$ cat config.mk
export PLATFORM = sky130hd
export DESIGN_NAME = seg_ac_matcher
export DESIGN_NICKNAME = d
export VERILOG_FILES = /design/src/rtl/seg_ac_pkg.sv /design/src/rtl/seg_ac_lane.sv /design/src/rtl/seg_ac_datapath.sv /design/src/rtl/seg_ac_ctrl.sv /design/src/rtl/seg_ac_matcher.sv
export SDC_FILE = /design/constraint.sdc
export NUM_CORES = 1
export LEC_CHECK = 0
export ABC_AREA = 1
export BUFFER_PORTS_ARGS = -buffer_cell sky130_fd_sc_hd__buf_2
export CAP_MARGIN = 20
export CORE_ASPECT_RATIO = 0.9
export CORE_MARGIN = 2
export CORE_UTILIZATION = 45
export DETAILED_ROUTE_END_ITERATION = 6
export SLEW_MARGIN = 20
export SYNTH_ARGS = -nofsm -noshare
export SYNTH_HDL_FRONTEND = slang
export SYNTH_SLANG_ARGS = --single-unit
export TNS_END_PERCENT = 10
$ cat constraint.sdc
create_clock -name clk -period 4.2 [get_ports clk]
set_input_delay 0.63 -clock clk [delete_from_list [all_inputs] [get_ports clk]]
set_output_delay 0.63 -clock clk [all_outputs]
set_load 0.02 [all_outputs]
$ cat src/rtl/seg_ac_pkg.sv
package seg_ac_pkg;

  localparam int STATE_W = 4;
  localparam int ID_W    = 2;
  localparam int MAX_PAT = 4;

  localparam logic [7:0] CH_A = 8'h41;
  localparam logic [7:0] CH_B = 8'h42;
  localparam logic [7:0] CH_D = 8'h44;
  localparam logic [7:0] CH_E = 8'h45;
  localparam logic [7:0] CH_F = 8'h46;
  localparam logic [7:0] CH_G = 8'h47;

  typedef logic [STATE_W-1:0] acState_t;

  typedef struct packed {
    logic launch;
    logic run;
  } acStrobe_t;

  // forward edge lookup: {hit, nextState}
  function automatic logic [STATE_W:0] acGoto(input acState_t s, input logic [7:0] c);
    logic [STATE_W:0] r;
    r = '0;
    case (s)
      acState_t'(0): begin
        if (c == CH_A)      r = {1'b1, acState_t'(1)};
        else if (c == CH_B) r = {1'b1, acState_t'(4)};
        else if (c == CH_E) r = {1'b1, acState_t'(8)};
      end
      acState_t'(1): if (c == CH_B) r = {1'b1, acState_t'(2)};
      acState_t'(2): if (c == CH_G) r = {1'b1, acState_t'(3)};
      acState_t'(4): if (c == CH_E) r = {1'b1, acState_t'(5)};
      acState_t'(5): if (c == CH_D) r = {1'b1, acState_t'(6)};
      acState_t'(6): if (c == CH_E) r = {1'b1, acState_t'(7)};
      acState_t'(8): if (c == CH_F) r = {1'b1, acState_t'(9)};
      default: r = '0;
    endcase
    return r;
  endfunction

  // fallback edge: longest proper suffix that is also a prefix
  function automatic acState_t acFail(input acState_t s);
    case (s)
      acState_t'(2): return acState_t'(4);
      acState_t'(5): return acState_t'(8);
      acState_t'(7): return acState_t'(8);
      default:       return acState_t'(0);
    endcase
  endfunction

  // accepting states: {isFinal, stringCode}
  function automatic logic [ID_W:0] acFinal(input acState_t s);
    case (s)
      acState_t'(2): return {1'b1, 2'd0};
      acState_t'(3): return {1'b1, 2'd1};
      acState_t'(7): return {1'b1, 2'd2};
      acState_t'(9): return {1'b1, 2'd3};
      default:       return '0;
    endcase
  endfunction

  function automatic int patLen(input logic [ID_W-1:0] id);
    case (id)
      2'd0:    return 2;
      2'd1:    return 3;
      2'd2:    return 4;
      default: return 2;
    endcase
  endfunction

endpackage

$ cat src/rtl/seg_ac_lane.sv
module seg_ac_lane
  import seg_ac_pkg::*;
#(
  parameter int BASE    = 0,
  parameter int SEG_LEN = 8,
  parameter int LEN_W   = 6
) (
  input  logic             clk,
  input  logic             rst_n,
  input  acStrobe_t        strobe,
  input  logic [LEN_W-1:0] streamLen,
  input  logic [7:0]       curChar,
  input  logic             pendClr,
  output logic [LEN_W-1:0] rdPos,
  output logic             pendValid,
  output logic [ID_W-1:0]  pendId,
  output logic [LEN_W-1:0] pendEnd,
  output logic             laneBusy
);

  localparam int SEG_END  = BASE + SEG_LEN;
  localparam int SCAN_END = SEG_END + MAX_PAT - 1;

  acState_t         stateQ;
  logic [LEN_W-1:0] posQ, limitQ, pendEndQ;
  logic             armedQ, pendQ;
  logic [ID_W-1:0]  pendIdQ;

  logic [STATE_W:0] gotoRes;
  logic             gotoHit, hitFinal, inSegment, stepEn, scanLeft;
  acState_t         gotoNext;
  logic [ID_W:0]    finRes;

  always_comb begin
    gotoRes   = acGoto(stateQ, curChar);
    gotoHit   = gotoRes[STATE_W];
    gotoNext  = gotoRes[STATE_W-1:0];
    finRes    = acFinal(gotoNext);
    hitFinal  = gotoHit && finRes[ID_W];
    // hit start = posQ - len + 1 must lie before SEG_END
    inSegment = int'(posQ) < SEG_END + patLen(finRes[ID_W-1:0]) - 1;
    scanLeft  = armedQ && (posQ < limitQ);
    stepEn    = strobe.run && scanLeft && !pendQ;
  end

  always_ff @(posedge clk) begin
    if (!rst_n) begin
      stateQ   <= '0;
      posQ     <= '0;
      limitQ   <= '0;
      armedQ   <= 1'b0;
      pendQ    <= 1'b0;
      pendIdQ  <= '0;
      pendEndQ <= '0;
    end else if (strobe.launch) begin
      stateQ <= '0;
      posQ   <= LEN_W'(BASE);
      pendQ  <= 1'b0;
      armedQ <= int'(streamLen) > BASE;
      limitQ <= (int'(streamLen) < SCAN_END) ? streamLen : LEN_W'(SCAN_END);
    end else begin
      if (pendClr) pendQ <= 1'b0;
      if (stepEn) begin
        if (gotoHit) begin
          stateQ <= gotoNext;
          posQ   <= posQ + 1'b1;
          if (hitFinal && inSegment) begin
            pendQ    <= 1'b1;
            pendIdQ  <= finRes[ID_W-1:0];
            pendEndQ <= posQ;
          end
        end else if (stateQ == '0) begin
          posQ <= posQ + 1'b1;
        end else begin
          stateQ <= acFail(stateQ);   // same byte presented again next cycle
        end
      end
    end
  end

  assign rdPos     = posQ;
  assign pendValid = pendQ;
  assign pendId    = pendIdQ;
  assign pendEnd   = pendEndQ;
  assign laneBusy  = scanLeft || pendQ;

  // the read pointer never runs past the clipped scan limit
  a_r4_scan_bound: assert property (@(posedge clk) disable iff (!rst_n)
    armedQ |-> posQ <= limitQ)
    else $error("lane read pointer beyond limit");

  // a held hit waits unchanged until the arbiter takes it
  a_r6_pend_held: assert property (@(posedge clk) disable iff (!rst_n)
    (pendQ && !pendClr && !strobe.launch) |=> (pendQ && $stable(pendIdQ) && $stable(pendEndQ)))
    else $error("lane hit changed before grant");

endmodule

$ cat src/rtl/seg_ac_datapath.sv
module seg_ac_datapath
  import seg_ac_pkg::*;
#(
  parameter int NUM_LANES = 4,
  parameter int SEG_LEN   = 8
) (
  input  logic                                   clk,
  input  logic                                   rst_n,
  input  acStrobe_t                              strobe,
  input  logic                                   wrEn,
  input  logic [$clog2(NUM_LANES*SEG_LEN)-1:0]   wrAddr,
  input  logic [7:0]                             wrData,
  input  logic [$clog2(NUM_LANES*SEG_LEN+1)-1:0] streamLen,
  input  logic                                   matchReady,
  output logic                                   matchValid,
  output logic [ID_W-1:0]                        matchId,
  output logic [$clog2(NUM_LANES*SEG_LEN)-1:0]   matchEnd,
  output logic                                   allIdle
);

  localparam int BUF_DEPTH = NUM_LANES * SEG_LEN;
  localparam int ADDR_W    = $clog2(BUF_DEPTH);
  localparam int LEN_W     = $clog2(BUF_DEPTH + 1);
  localparam int LANE_W    = (NUM_LANES > 1) ? $clog2(NUM_LANES) : 1;

  logic [7:0]       bufMem [BUF_DEPTH];
  logic [LEN_W-1:0] effLen;

  logic [LEN_W-1:0] rdPos   [NUM_LANES];
  logic [ID_W-1:0]  pendId  [NUM_LANES];
  logic [LEN_W-1:0] pendEnd [NUM_LANES];
  logic [NUM_LANES-1:0] pendV, laneBusy, pendClr;

  logic [LANE_W-1:0] rrPtr, gntIdx;
  logic              gntFound, loadOut;
  logic              outValid;
  logic [ID_W-1:0]   outId;
  logic [ADDR_W-1:0] outEnd;

  always_ff @(posedge clk) begin
    if (wrEn) bufMem[wrAddr] <= wrData;
  end

  assign effLen = (int'(streamLen) > BUF_DEPTH) ? LEN_W'(BUF_DEPTH) : streamLen;

  for (genvar g = 0; g < NUM_LANES; g++) begin : gLane
    seg_ac_lane #(
      .BASE   (g * SEG_LEN),
      .SEG_LEN(SEG_LEN),
      .LEN_W  (LEN_W)
    ) uLane (
      .clk      (clk),
      .rst_n    (rst_n),
      .strobe   (strobe),
      .streamLen(effLen),
      .curChar  (bufMem[rdPos[g][ADDR_W-1:0]]),
      .pendClr  (pendClr[g]),
      .rdPos    (rdPos[g]),
      .pendValid(pendV[g]),
      .pendId   (pendId[g]),
      .pendEnd  (pendEnd[g]),
      .laneBusy (laneBusy[g])
    );
  end

  // round robin: first holder at or after rrPtr
  always_comb begin
    gntFound = 1'b0;
    gntIdx   = '0;
    for (int k = 0; k < NUM_LANES; k++) begin
      if (!gntFound && pendV[(int'(rrPtr) + k) % NUM_LANES]) begin
        gntFound = 1'b1;
        gntIdx   = LANE_W'((int'(rrPtr) + k) % NUM_LANES);
      end
    end
    loadOut = gntFound && (!outValid || matchReady);
    pendClr = '0;
    if (loadOut) pendClr[gntIdx] = 1'b1;
  end

  always_ff @(posedge clk) begin
    if (!rst_n) begin
      rrPtr    <= '0;
      outValid <= 1'b0;
      outId    <= '0;
      outEnd   <= '0;
    end else if (strobe.launch) begin
      rrPtr    <= '0;
      outValid <= 1'b0;
    end else if (loadOut) begin
      outValid <= 1'b1;
      outId    <= pendId[gntIdx];
      outEnd   <= pendEnd[gntIdx][ADDR_W-1:0];
      rrPtr    <= LANE_W'((int'(gntIdx) + 1) % NUM_LANES);
    end else if (matchReady) begin
      outValid <= 1'b0;
    end
  end

  assign matchValid = outValid;
  assign matchId    = outId;
  assign matchEnd   = outEnd;
  assign allIdle    = (laneBusy == '0) && !outValid;

  // offered hit is frozen while the consumer stalls
  a_r6_hold_stalled: assert property (@(posedge clk) disable iff (!rst_n)
    (outValid && !matchReady && !strobe.launch) |=> (outValid && $stable(outId) && $stable(outEnd)))
    else $error("output changed under backpressure");

  // at most one lane is granted per cycle
  a_r7_single_grant: assert property (@(posedge clk) disable iff (!rst_n)
    $onehot0(pendClr))
    else $error("more than one lane granted");

endmodule

$ cat src/rtl/seg_ac_ctrl.sv
module seg_ac_ctrl
  import seg_ac_pkg::*;
(
  input  logic      clk,
  input  logic      rst_n,
  input  logic      start,
  input  logic      allIdle,
  output acStrobe_t strobe,
  output logic      busy,
  output logic      done
);

  typedef enum logic [1:0] {S_IDLE, S_RUN, S_DONE} ctrlState_t;
  ctrlState_t stQ;

  always_comb begin
    strobe.launch = start && (stQ != S_RUN);
    strobe.run    = (stQ == S_RUN);
  end

  always_ff @(posedge clk) begin
    if (!rst_n)                     stQ <= S_IDLE;
    else if (strobe.launch)         stQ <= S_RUN;
    else if (stQ == S_RUN && allIdle) stQ <= S_DONE;
  end

  assign busy = (stQ == S_RUN);
  assign done = (stQ == S_DONE);

  // finished means every lane is quiet and the output is drained
  a_r8_done_idle: assert property (@(posedge clk) disable iff (!rst_n)
    done |-> allIdle)
    else $error("done while work remains");

endmodule

$ cat src/rtl/seg_ac_matcher.sv
module seg_ac_matcher
  import seg_ac_pkg::*;
#(
  parameter int NUM_LANES = 4,
  parameter int SEG_LEN   = 8,
  localparam int BUF_DEPTH = NUM_LANES * SEG_LEN,
  localparam int ADDR_W    = $clog2(BUF_DEPTH),
  localparam int LEN_W     = $clog2(BUF_DEPTH + 1)
) (
  input  logic              clk,
  input  logic              rst_n,
  input  logic              wrEn,
  input  logic [ADDR_W-1:0] wrAddr,
  input  logic [7:0]        wrData,
  input  logic [LEN_W-1:0]  streamLen,
  input  logic              start,
  input  logic              matchReady,
  output logic              matchValid,
  output logic [1:0]        matchId,
  output logic [ADDR_W-1:0] matchEnd,
  output logic              busy,
  output logic              done
);

  acStrobe_t strobe;
  logic      allIdle;

  seg_ac_ctrl uCtrl (
    .clk    (clk),
    .rst_n  (rst_n),
    .start  (start),
    .allIdle(allIdle),
    .strobe (strobe),
    .busy   (busy),
    .done   (done)
  );

  seg_ac_datapath #(
    .NUM_LANES(NUM_LANES),
    .SEG_LEN  (SEG_LEN)
  ) uDp (
    .clk       (clk),
    .rst_n     (rst_n),
    .strobe    (strobe),
    .wrEn      (wrEn),
    .wrAddr    (wrAddr),
    .wrData    (wrData),
    .streamLen (streamLen),
    .matchReady(matchReady),
    .matchValid(matchValid),
    .matchId   (matchId),
    .matchEnd  (matchEnd),
    .allIdle   (allIdle)
  );

endmodule

==> Yosys cells after proc, flatten, opt, wreduce, memory -nomap -nowiden <==
Memory sizes are Yosys's and may differ from the RTL's. A register that Yosys moved wholly into a read port is not among the register bits.
Cells that the tools add are included.
{ "word_totals": {"output_inout_bits": 10, "inputBits": 24, "mem_count": 1, "ramBits": 256, "word_cells": 380, "ff_bits": 116} }
{ "op_classes": {"reduce_logical": 82, "eq_ne": 83, "n_addsub": 16, "order_cmp": 24, "bitwise_logic": 6, "muxes": 131} }
{ "memory_table": {"columns": ["name", "depth", "word_bits", "read_ports", "rd_ports_with_merged_regs", "wr", "line", "rtl"], "rows": [
  ["uDp.bufMem", 32, 8, 4, 1, 1, "seg_ac_datapath.sv:26", "logic [7:0] bufMem [BUF_DEPTH];"]
]} }
{ "ops": {"columns": ["cell", "n"], "rows": [
  ["2-to-1 mux 5 bit", 44],
  ["== test 8 x 7 -> 1 bit, second input constant", 24],
  ["one-hot mux 5 bit (7 select lines)", 4],
  ["less-than comparator 7 x 32 -> 1 bit", 4],
  ["subtractor 32 x 2 -> 32 bit, second input constant", 4],
  ["== test 4 x 3 -> 1 bit, second input constant", 20],
  ["2-to-1 mux 6 bit", 13],
  ["adder 6 x 32 -> 32 bit, first input constant", 2],
  ["== test 4 x 2 -> 1 bit, second input constant", 12],
  ["one-hot mux 3 bit (4 select lines)", 4],
  ["2-to-1 mux 4 bit", 11],
  ["2-to-1 mux 1 bit", 34],
  ["adder 5 x 32 -> 32 bit, first input constant", 1],
  ["adder 7 x 32 -> 32 bit, first input constant", 1],
  ["== test 4 bit, second input constant", 8],
  ["one-hot mux 4 bit (2 select lines)", 4],
  ["logical AND 1 bit", 28],
  ["adder 6 x 1 -> 6 bit, second input constant", 4],
  ["less-than comparator 6 bit", 4],
  ["one-hot mux 3 bit (2 select lines)", 4],
  ["AND reduction 2 bit", 12],
  ["zero test 4 bit", 5],
  ["nonzero test 2 bit", 9],
  ["== test 4 x 1 -> 1 bit, second input constant", 4],
  ["other kinds (30)", 82]
]} }

==> Longest topological paths before layout <==
Gate-level depths: netlist (run 1).
{ "depth": {"word_depth": 23, "depth_mapped": 27, "depth_no_buf": 25} }

==> Cells and area by module <==
Synthesis (run 1) repeated with hierarchy kept, for this count alone.
{ "unflattened": {"cells_unflattened": 3491, "area_unflattened_um2": 25759.7} }
{ "by_module_without_submodules": {"columns": ["module", "area_each_um2", "seq_area_each_um2", "cells_each", "n_inst"], "rows": [
  ["seg_ac_datapath", 17899.7, 7887.6, 2320, 1],
  ["seg_ac_lane at uDp.gLane[1].uLane", 2013.2, 520.5, 299, 1],
  ["seg_ac_lane at uDp.gLane[2].uLane", 1974.4, 520.5, 296, 1],
  ["seg_ac_lane at uDp.gLane[0].uLane", 1901.8, 520.5, 272, 1],
  ["seg_ac_lane at uDp.gLane[3].uLane", 1864.3, 520.5, 290, 1],
  ["seg_ac_ctrl", 106.4, 40.0, 14, 1]
]} }

==> Worst setup path before layout (run 1) <==
No wires, ideal clock.
{ "synth_path": {"kind": "register to register", "from": "register uDp.gLane[3].uLane.posQ[1]", "to": "register uDp.gLane[3].uLane.pendEndQ[4]", "path_buffers": 3, "stages_incl_launch_ff": 24, "t_arrival_ns": 3.209, "required_time_ns": 4.129, "setup_slack_ns": 0.920, "period_less_slack_ns": 3.280, "setup_time_ns": 0.071, "cell_sequence": "dfxtp_1 -> buf_4 -> inv_2 -> buf_6 -> buf_4 -> a21oi_1 -> o21ai_0 -> nand3_1 -> nand4_1 -> nand2_1 -> nand2_2 -> a21oi_1 -> nand4_1 -> nand2_1 -> inv_1 -> ha_1 -> ha_1 -> o21a_1 -> o41ai_1 -> o21a_2 -> nand2_4 -> clkinv_2 -> nand2_1 -> a21oi_1"} }
{ "synth_via": {"elab_chain_len": 15, "word_cells_on_any_way": 35, "cone_classes": "add/sub: 2; order compare: 2; eq/ne: 12; mux: 12; reduce/logical: 6; memory: 1"} }
{ "synth_lines": {"columns": ["item", "line", "rtl"], "rows": [
  ["start: declaration", "seg_ac_lane.sv:25", "logic [LEN_W-1:0] posQ, limitQ, pendEndQ;"],
  ["start signal: assignment", "seg_ac_lane.sv:57", "posQ <= LEN_W'(BASE);"],
  ["start signal: assignment", "seg_ac_lane.sv:66", "posQ <= posQ + 1'b1;"],
  ["start signal: assignment", "seg_ac_lane.sv:73", "posQ <= posQ + 1'b1;"],
  ["memory read (32 x 8 bit) (*)", null, null],
  ["== test 8 x 7 -> 1 bit", "seg_ac_pkg.sv:29, seg_ac_pkg.sv:33, seg_ac_pkg.sv:35", null],
  ["2-to-1 mux 5 bit", "seg_ac_pkg.sv:29", "else if (c == CH_E) r = {1'b1, acState_t'(8)};"],
  ["2-to-1 mux 5 bit", "seg_ac_pkg.sv:28", "else if (c == CH_B) r = {1'b1, acState_t'(4)};"],
  ["2-to-1 mux 5 bit", "seg_ac_pkg.sv:27", "if (c == CH_A) r = {1'b1, acState_t'(1)};"],
  ["one-hot mux 5 bit (7 select lines) (*)", "seg_ac_pkg.sv:25", "case (s)"],
  ["== test 4 bit, or another cell as far along", "seg_ac_pkg.sv:54", "case (s)"],
  ["one-hot mux 3 bit (4 select lines) (*)", "seg_ac_pkg.sv:54", null],
  ["via uDp.gLane[3].uLane.finRes[0]", "seg_ac_lane.sv:32", "logic [ID_W:0] finRes;"],
  ["== test 2 bit or == test 2 x 1 -> 1 bit (tied branches)", "seg_ac_pkg.sv:64", "case (id)"],
  ["one-hot mux 3 bit (2 select lines) (*)", "seg_ac_pkg.sv:64", null],
  ["adder 7 x 32 -> 32 bit (*)", "seg_ac_lane.sv:41", "inSegment = int'(posQ) < SEG_END + patLen(finRes[ID_W-1:0]) - 1;"],
  ["subtractor 32 x 2 -> 32 bit (*)", "seg_ac_lane.sv:41", null],
  ["less-than comparator 7 x 32 -> 1 bit (*)", "seg_ac_lane.sv:41", null],
  ["logical AND 1 bit (*)", "seg_ac_lane.sv:67", "if (hitFinal && inSegment) begin"],
  ["AND reduction 4 bit (no line) (*)", null, null],
  ["end signal: assignment", "seg_ac_lane.sv:70", "pendEndQ <= posQ;"],
  ["end: declaration", "seg_ac_lane.sv:25", null]
]} }
The timed path passes the listed nets; every way through them passes the cells marked *.
A chain may end at the register's enable or synchronous reset.

==> Worst setup path in the final report (run 1) <==
{ "layout_path": {"from": "register uDp.gLane[1].uLane.posQ[0]", "to": "register uDp.gLane[1].uLane.pendEndQ[4]"} }
{ "layout_via": {"elab_chain_len": 15, "word_cells_on_any_way": 35, "cone_classes": "add/sub: 2; order compare: 2; eq/ne: 12; mux: 12; reduce/logical: 6; memory: 1"} }
{ "layout_lines": {"columns": ["item", "line"], "rows": [
  ["start: declaration", "seg_ac_lane.sv:25"],
  ["start signal: assignment", "seg_ac_lane.sv:57"],
  ["start signal: assignment", "seg_ac_lane.sv:66"],
  ["start signal: assignment", "seg_ac_lane.sv:73"],
  ["memory read (32 x 8 bit) (*)", null],
  ["== test 8 x 7 -> 1 bit", "seg_ac_pkg.sv:29, seg_ac_pkg.sv:33, seg_ac_pkg.sv:35"],
  ["2-to-1 mux 5 bit", "seg_ac_pkg.sv:29"],
  ["2-to-1 mux 5 bit", "seg_ac_pkg.sv:28"],
  ["2-to-1 mux 5 bit", "seg_ac_pkg.sv:27"],
  ["one-hot mux 5 bit (7 select lines) (*)", "seg_ac_pkg.sv:25"],
  ["== test 4 bit, or another cell as far along", "seg_ac_pkg.sv:54"],
  ["one-hot mux 3 bit (4 select lines) (*)", "seg_ac_pkg.sv:54"],
  ["via uDp.gLane[1].uLane.finRes[0]", "seg_ac_lane.sv:32"],
  ["== test 2 bit or == test 2 x 1 -> 1 bit (tied branches)", "seg_ac_pkg.sv:64"],
  ["one-hot mux 3 bit (2 select lines) (*)", "seg_ac_pkg.sv:64"],
  ["adder 6 x 32 -> 32 bit (*)", "seg_ac_lane.sv:41"],
  ["subtractor 32 x 2 -> 32 bit (*)", "seg_ac_lane.sv:41"],
  ["less-than comparator 7 x 32 -> 1 bit (*)", "seg_ac_lane.sv:41"],
  ["logical AND 1 bit (*)", "seg_ac_lane.sv:67"],
  ["AND reduction 4 bit (no line) (*)", null],
  ["end signal: assignment", "seg_ac_lane.sv:70"],
  ["end: declaration", "seg_ac_lane.sv:25"]
]} }
Marked as above.

==> results.toml, run 1 <==
[run_status]
status = "finished clean"

[timing]
fin_crit_ns = 3.97
relSlewSlack_pct = 22.3
tns_ns = 0
setup_viol = 0
whs_ns = 0.330
max_freq_mhz = 252
period_share_pct = 94.5
finalMaxSlewViolations = 0
hold_viol_final = 0
tightest_slew_ns = 1.16
finalClockSkew_ns = 0.0355

[synthesis]
syn_area_per_cell_um2 = 7.20
synth_seq_cells = 372
synthCells = 3325
ys.flop_type = "edfxtp_1"
synth_warnings = 0
synth.distinct_cells = 57
synth-edff-count = 256
yosysSeqAreaShare_pct = 41.8
syn_area_um2 = 23900
ys_async_sr_fraction_pct = 0
synth_nets = 3389

[clock_network]
cts.path.max_buffers = 3
cts_root_buffer = "clkbuf_16"
cts_hold_buf = 0
worstSkewPairLatency_ns = 0.59
cts.sinks = 372
cts_buffers = 43
h-tree-depth = 2
cts_tree = "yes"
path_clk_slew_ns = 0.07

[finish]
mostFrequentLayoutCells = "nand2_1, nand3_1, inv_1"
final_common_cell = "nand2_1"
final_area_um2 = 26400
nFillCells = 5177
synthToLayoutAreaGrowth_pct = 10.4
drive_gt1_share_pct = 8.85
nets = 3402

[setup_path]
path_buf_inv = 4
crit_family = "simple AND/OR/NAND/NOR gates"
path_class = "reg -> reg"
cp.arrival_ns = 4.40
end_kind = "flop"
critPathLaunchType = "flop"
required_ns = 4.63
path_cells = "inv_2 > buf_12 > nand2_1 > nand3_1 > nand3_1 > nand3_1 > nand2_1 > a21oi_2 > nand2_2 > nor2_1 > nand3_1 > nand2_1 > inv_1 > ha_1 > ha_1 > o21ai_0 > a21oi_1 > nor3_4 > nand2_4 > clkinv_4 > nand2_1 > a21oi_2"
cp_slowest_stage_delay_ns = 0.42
cp_slowest_cell = "dfxtp_4"
path_max_fanout = 23

[routing]
drc = 0
first_pass_iters = 6
vias = 23995
via_per_inst = 5.90
wire_per_inst_um = 23.6
drt-total-wl_um = 96000
drtAntennaViolNets = 0
drtIter0Drc = 3375

[pwr]
leakage_nw = 11.1
power_density_nw_per_um2 = 362
swShare_pct = 30.0
power.net_switching_mw = 2.87
p_int_mw = 6.69
seqPwrFrac_pct = 42.6
p_clk_share_pct = 39.4
ir_drop_v = 0.000380
comb_power_share_pct = 18.0

[global_route]
grt_usage_pct = 34.5
grt_pass1_wl_um = 142000
grt_max_degree = 61
antenna_found_initial = 1
grt_pass1_vias = 22551
gr-total-overflow = 0

[placement]
place_congestion = 1.00
dpl.hpwl_um = 68100
port_buffers = 33
place_area_um2 = 24900

[floorplanning]
initial_core_util_pct = 45.4
die_y_um = 223
pin_count = 34
die_x_um = 247
core-area_um2 = 52800
die_area_um2 = 55100
rows = 80

[hold_path]
hold_class = "in -> reg"

[flow_run]
cap_viol_max_count = 0
registers in the layout (all words and copies together), names as in the netlist, named ones only:
signal                     flops
uDp.matchEnd                   5
uDp.gLane.uLane.rdPos         24
uDp.gLane.uLane.stateQ        16
uDp.matchValid                 1
uDp.rrPtr                      2
uDp.gLane.uLane.pendEnd       20
uDp.gLane.uLane.pendId         8
uDp.gLane.uLane.armedQ         4
uDp.bufMem                   256
uDp.matchId                    2
uDp.gLane.uLane.pendValid      4
uCtrl.stQ                      2
uDp.gLane.uLane.limitQ        23
synthesized netlist by cell type, drive strengths merged, types with 5 or more instances:
| cell | instances | area [um^2] |
|---|---|---|
| nand4 | 44 | 275 |
| edfxtp | 256 | 7690 |
| a21oi | 210 | 1080 |
| ha | 40 | 500 |
| nand3 | 468 | 2370 |
| nand2 | 965 | 3670 |
| clkinv | 7 | 32.5 |
| o21ai | 198 | 995 |
| o22ai | 14 | 87.6 |
| a22oi | 6 | 45.0 |
| nor3 | 31 | 176 |
| xor2 | 13 | 114 |
| dfxtp | 116 | 2320 |
| inv | 376 | 1410 |
| o31ai | 8 | 60.1 |
| o211ai | 68 | 510 |
| clkbuf | 39 | 149 |
| nand3b | 5 | 37.5 |
| buf | 131 | 917 |
| nor2 | 277 | 1100 |
| or2 | 9 | 56.3 |
| o21a | 12 | 92.6 |
area by class of cell:
type	count	area (um^2)	area share [%]
antenna	1	2.50	0.00946
clock inverter	20	214	0.809
sequential	372	10000	37.9
multi-input combinational	2400	11500	43.3
clock buffer	54	1160	4.38
timing repair buffer	138	1250	4.75
tap	697	872	3.30
inverter	383	1450	5.49
layer usage:
metal	up-vias	part of all wire [%]	track usage (%)	wire length, um
li1	11090	-	-	-
met1	11242	42	48.0	40000
met2	1398	43	52.5	41400
met3	265	10	5.88	9620
met4	0	5.2	15.5	4970
met5	-	0	0	0
repair_timing:
action	CTS	global route
setup buffers	0	0
resized for setup	0	23
hold endpoints to repair	0	0
endpoints found under the setup margin	0	30
cells by family (layout without fill, tap and decap cells):
family          Yosys count  in the layout  synth area share, %
mux                       1              1               0.0418
compound gates          537            537                 12.7
buf+inv                 553            595                 10.5
xor+xnor                 17             17                0.622
flops                   372            372                 41.8
fa+ha+maj                40             40                 2.09
other cells               0              1                    0
simple gates           1805           1805                 32.3
power by group through the flow:
stage | sequential (mW) | clock [mW] | combinational, mW
after floorplan | 4.14 | 0 | 1.14
after global placement | 4.15 | 0 | 1.67
after detailed placement | 4.15 | 0 | 1.68
after CTS | 4.07 | 3.81 | 1.69
after global routing | 4.09 | 3.94 | 1.90
final | 4.08 | 3.77 | 1.72
worst reg2reg max path, stage by stage (launching register included):
cell,delay (ns)
dfxtp_4,0.42
inv_2,0.37
buf_12,0.26
nand2_1,0.08
nand3_1,0.07
nand3_1,0.12
nand3_1,0.11
nand2_1,0.16
a21oi_2,0.21
nand2_2,0.12
nor2_1,0.20
nand3_1,0.15
nand2_1,0.13
inv_1,0.06
ha_1,0.29
ha_1,0.27
o21ai_0,0.07
a21oi_1,0.28
nor3_4,0.09
nand2_4,0.13
clkinv_4,0.09
nand2_1,0.08
a21oi_2,0.05
through the flow:
| step | power (mW) | setup slack (ns) | utilization [%] | cells |
|---|---|---|---|---|
| floorplan | 5.28 | 0.920 | - | 3325 |
| global placement | 5.82 | 0.277 | 47.3 | 3988 |
| detailed placement | 5.83 | 0.193 | 47.3 | 3988 |
| CTS | 9.58 | 0.139 | 49.9 | 4062 |
| global route | 9.92 | -0.00142 | 50.1 | 4064 |
| finish | 9.56 | 0.229 | 50.1 | 4065 |
final timing paths:
kind,from,end,slack [ns],cells after the start
setup / recovery,uDp.gLane[1].uLane.rdPos[0],uDp.gLane[1].uLane.pendEnd[4],0.23,22
hold / removal,streamLen[4],uDp.gLane[1].uLane.limitQ[3],0.33,2
setup reg to reg,uDp.gLane[1].uLane.rdPos[0],uDp.gLane[1].uLane.pendEnd[4],0.23,22
hold reg to reg,uDp.gLane[0].uLane.limitQ[5],uDp.gLane[0].uLane.limitQ[5],0.44,2
Power figures use the tool's default switching activity.
==> run 2, diff against run 1 <==
--- a/config.mk
+++ b/config.mk
@@ -10,7 +10,7 @@
 export CAP_MARGIN = 20
 export CORE_ASPECT_RATIO = 0.9
 export CORE_MARGIN = 2
-export CORE_UTILIZATION = 45
+export CORE_UTILIZATION = 40
 export DETAILED_ROUTE_END_ITERATION = 6
 export SLEW_MARGIN = 20
 export SYNTH_ARGS = -nofsm -noshare
==> results.toml, run 2 (synthesis gave the netlist of run 1 again) <==
[finish]
mostFrequentLayoutCells = "nand2_1, nand3_1, inv_1"
final_area_um2 = 26500
largest_register_ffs = 256
nets = 3398
final_util_pct = 44.5
regMostFlops = "uDp.bufMem"
final_common_cell = "nand2_1"
antenna_cells = 0
drive_gt1_share_pct = 8.94
synthToLayoutAreaGrowth_pct = 10.6

[placement]
port_buffers = 33
place_area_um2 = 25000
place_congestion = 0.996
dpl.hpwl_um = 62600

[clock_network]
worstSkewPairLatency_ns = 0.61
cts_hold_buf = 0
cts_tree = "yes"
path_clk_slew_ns = 0.06
h-tree-depth = 2
cts_root_buffer = "clkbuf_16"
cts.sinks = 372
cts.path.max_buffers = 3
cts_buffers = 42

[hold_path]
min_delay_worst_endpoint = "uDp.gLane[1].uLane.limitQ[3]"
min_delay_path_depth = 2
min_from = "streamLen[4]"
hold_class = "in -> reg"

[setup_path]
reg2reg_to = "uDp.gLane[3].uLane.pendEnd[3]"
reg2reg_setup_slack_ns = 0.25
r2r-start = "uDp.gLane[3].uLane.rdPos[0]"
end_kind = "flop"
path_class = "reg -> reg"
critPathLaunchType = "flop"
cp.arrival_ns = 4.45
path_max_fanout = 55
required_ns = 4.71
rr_worst_depth = 21

[global_route]
gr-usage-met1_pct = 40.6
grt_usage_pct = 28.3
gr-total-overflow = 0
grt_use_met2_pct = 40.6
use_met3_pct = 6.71
antenna_found_initial = 1
grt_max_degree = 66
top_usage_layer = "met1"
grt_pass1_vias = 21109
grt_pass1_wl_um = 132000

[pwr]
swShare_pct = 30.4
p_int_mw = 6.56
comb_power_share_pct = 17.4
seqPwrFrac_pct = 43.2
power.net_switching_mw = 2.87
leakage_nw = 11.0
p_clk_share_pct = 39.4
power_density_nw_per_um2 = 356
ir_drop_v = 0.000270

[floorplanning]
rows = 85
die_area_um2 = 61800
core-area_um2 = 59600
pin_count = 34
die_x_um = 262
die_y_um = 236
initial_core_util_pct = 40.2

[timing]
setup_viol = 0
relSlewSlack_pct = 21.9
tightest_slew_ns = 1.17
finalMaxSlewViolations = 0
hold_viol_final = 0
finalClockSkew_ns = 0.0371
fin_crit_ns = 3.95
period_share_pct = 93.9
max_freq_mhz = 253

[routing]
drt-total-wl_um = 88000
wire_per_inst_um = 21.2
drtAntennaViolNets = 0
drc = 0
via_per_inst = 5.59
drtIter0Drc = 2922
first_pass_iters = 6
vias = 23212

[run_status]
status = "finished clean"

[flow_run]
cap_viol_max_count = 0
-- run 2: cell type report --
type                    instances  area (um^2)
fillers                      6104        33100
multi-input cells            2400        11500
flip-flops and latches        372        10000
inverters                     383         1450
repair buffers                135         1190
clock buffers                  45         1070
well taps                     783          980
clock inverters                31          295
-- run 2: what timing repair did --
item | CTS | global route
setup endpoints to repair | 0 | 25
resized for setup | 0 | 15
endpoints found under the hold margin | 0 | 0
buffers inserted | 0 | 4
-- run 2: worst max-delay path by stage --
| stage | from | to | depth (start not counted) |
|---|---|---|---|
| floorplan | uDp.gLane[3].uLane.rdPos[1] | uDp.gLane[3].uLane.pendEnd[4] | 23 |
| global placement | uDp.gLane[3].uLane.rdPos[3] | uDp.gLane[3].uLane.pendId[1] | 19 |
| detailed placement | uDp.gLane[3].uLane.rdPos[3] | uDp.gLane[3].uLane.pendEnd[4] | 19 |
| CTS | uDp.gLane[3].uLane.rdPos[3] | uDp.gLane[3].uLane.pendEnd[3] | 19 |
| global route | uDp.gLane[2].uLane.rdPos[2] | uDp.gLane[2].uLane.pendId[1] | 22 |
| finish | uDp.gLane[3].uLane.rdPos[0] | uDp.gLane[3].uLane.pendEnd[3] | 21 |
-- run 2: metal layers --
layer	routed length, um	share of wire [%]
met4	3540	4.0
met3	9440	11
met1	38100	43
met2	36800	42
met5	135	0.15
-- run 2: power groups by stage --
stage | sequential, mW | clock [mW] | combinational [mW]
2_1_floorplan | 4.14 | 0 | 1.14
3_3_place_gp | 4.15 | 0 | 1.60
3_5_place_dp | 4.15 | 0 | 1.61
4_1_cts | 4.07 | 3.76 | 1.63
5_1_grt | 4.08 | 3.92 | 1.87
6_report | 4.07 | 3.72 | 1.64
-- run 2: critical path: stages, from the launching register on --
cell      delay, ns
dfxtp_4        0.45
buf_12         0.29
buf_4          0.25
nand4_1        0.11
nand3_1        0.10
o21ai_0        0.14
nand2_1        0.09
nand2_1        0.06
nand3b_1       0.25
a21oi_2        0.22
nand4_1        0.15
nand2_1        0.14
inv_1          0.05
ha_1           0.29
ha_1           0.28
o21a_1         0.10
o41ai_1        0.27
o21a_2         0.23
nand2_4        0.09
clkinv_2       0.11
nand2_1        0.06
a21oi_1        0.12
-- run 2: stage by stage --
stage	hold WS [ns]	setup slack (ns)	TNS [ns]	std cells	total power, mW
floorplan	0.420	0.920	0	3325	5.28
global placement	0.432	0.231	0	4069	5.75
detailed placement	0.439	0.171	0	4069	5.76
CTS	0.266	0.0923	0	4145	9.45
global route	0.278	-0.00935	-0.0115	4149	9.87
finish	0.296	0.254	0	4149	9.43
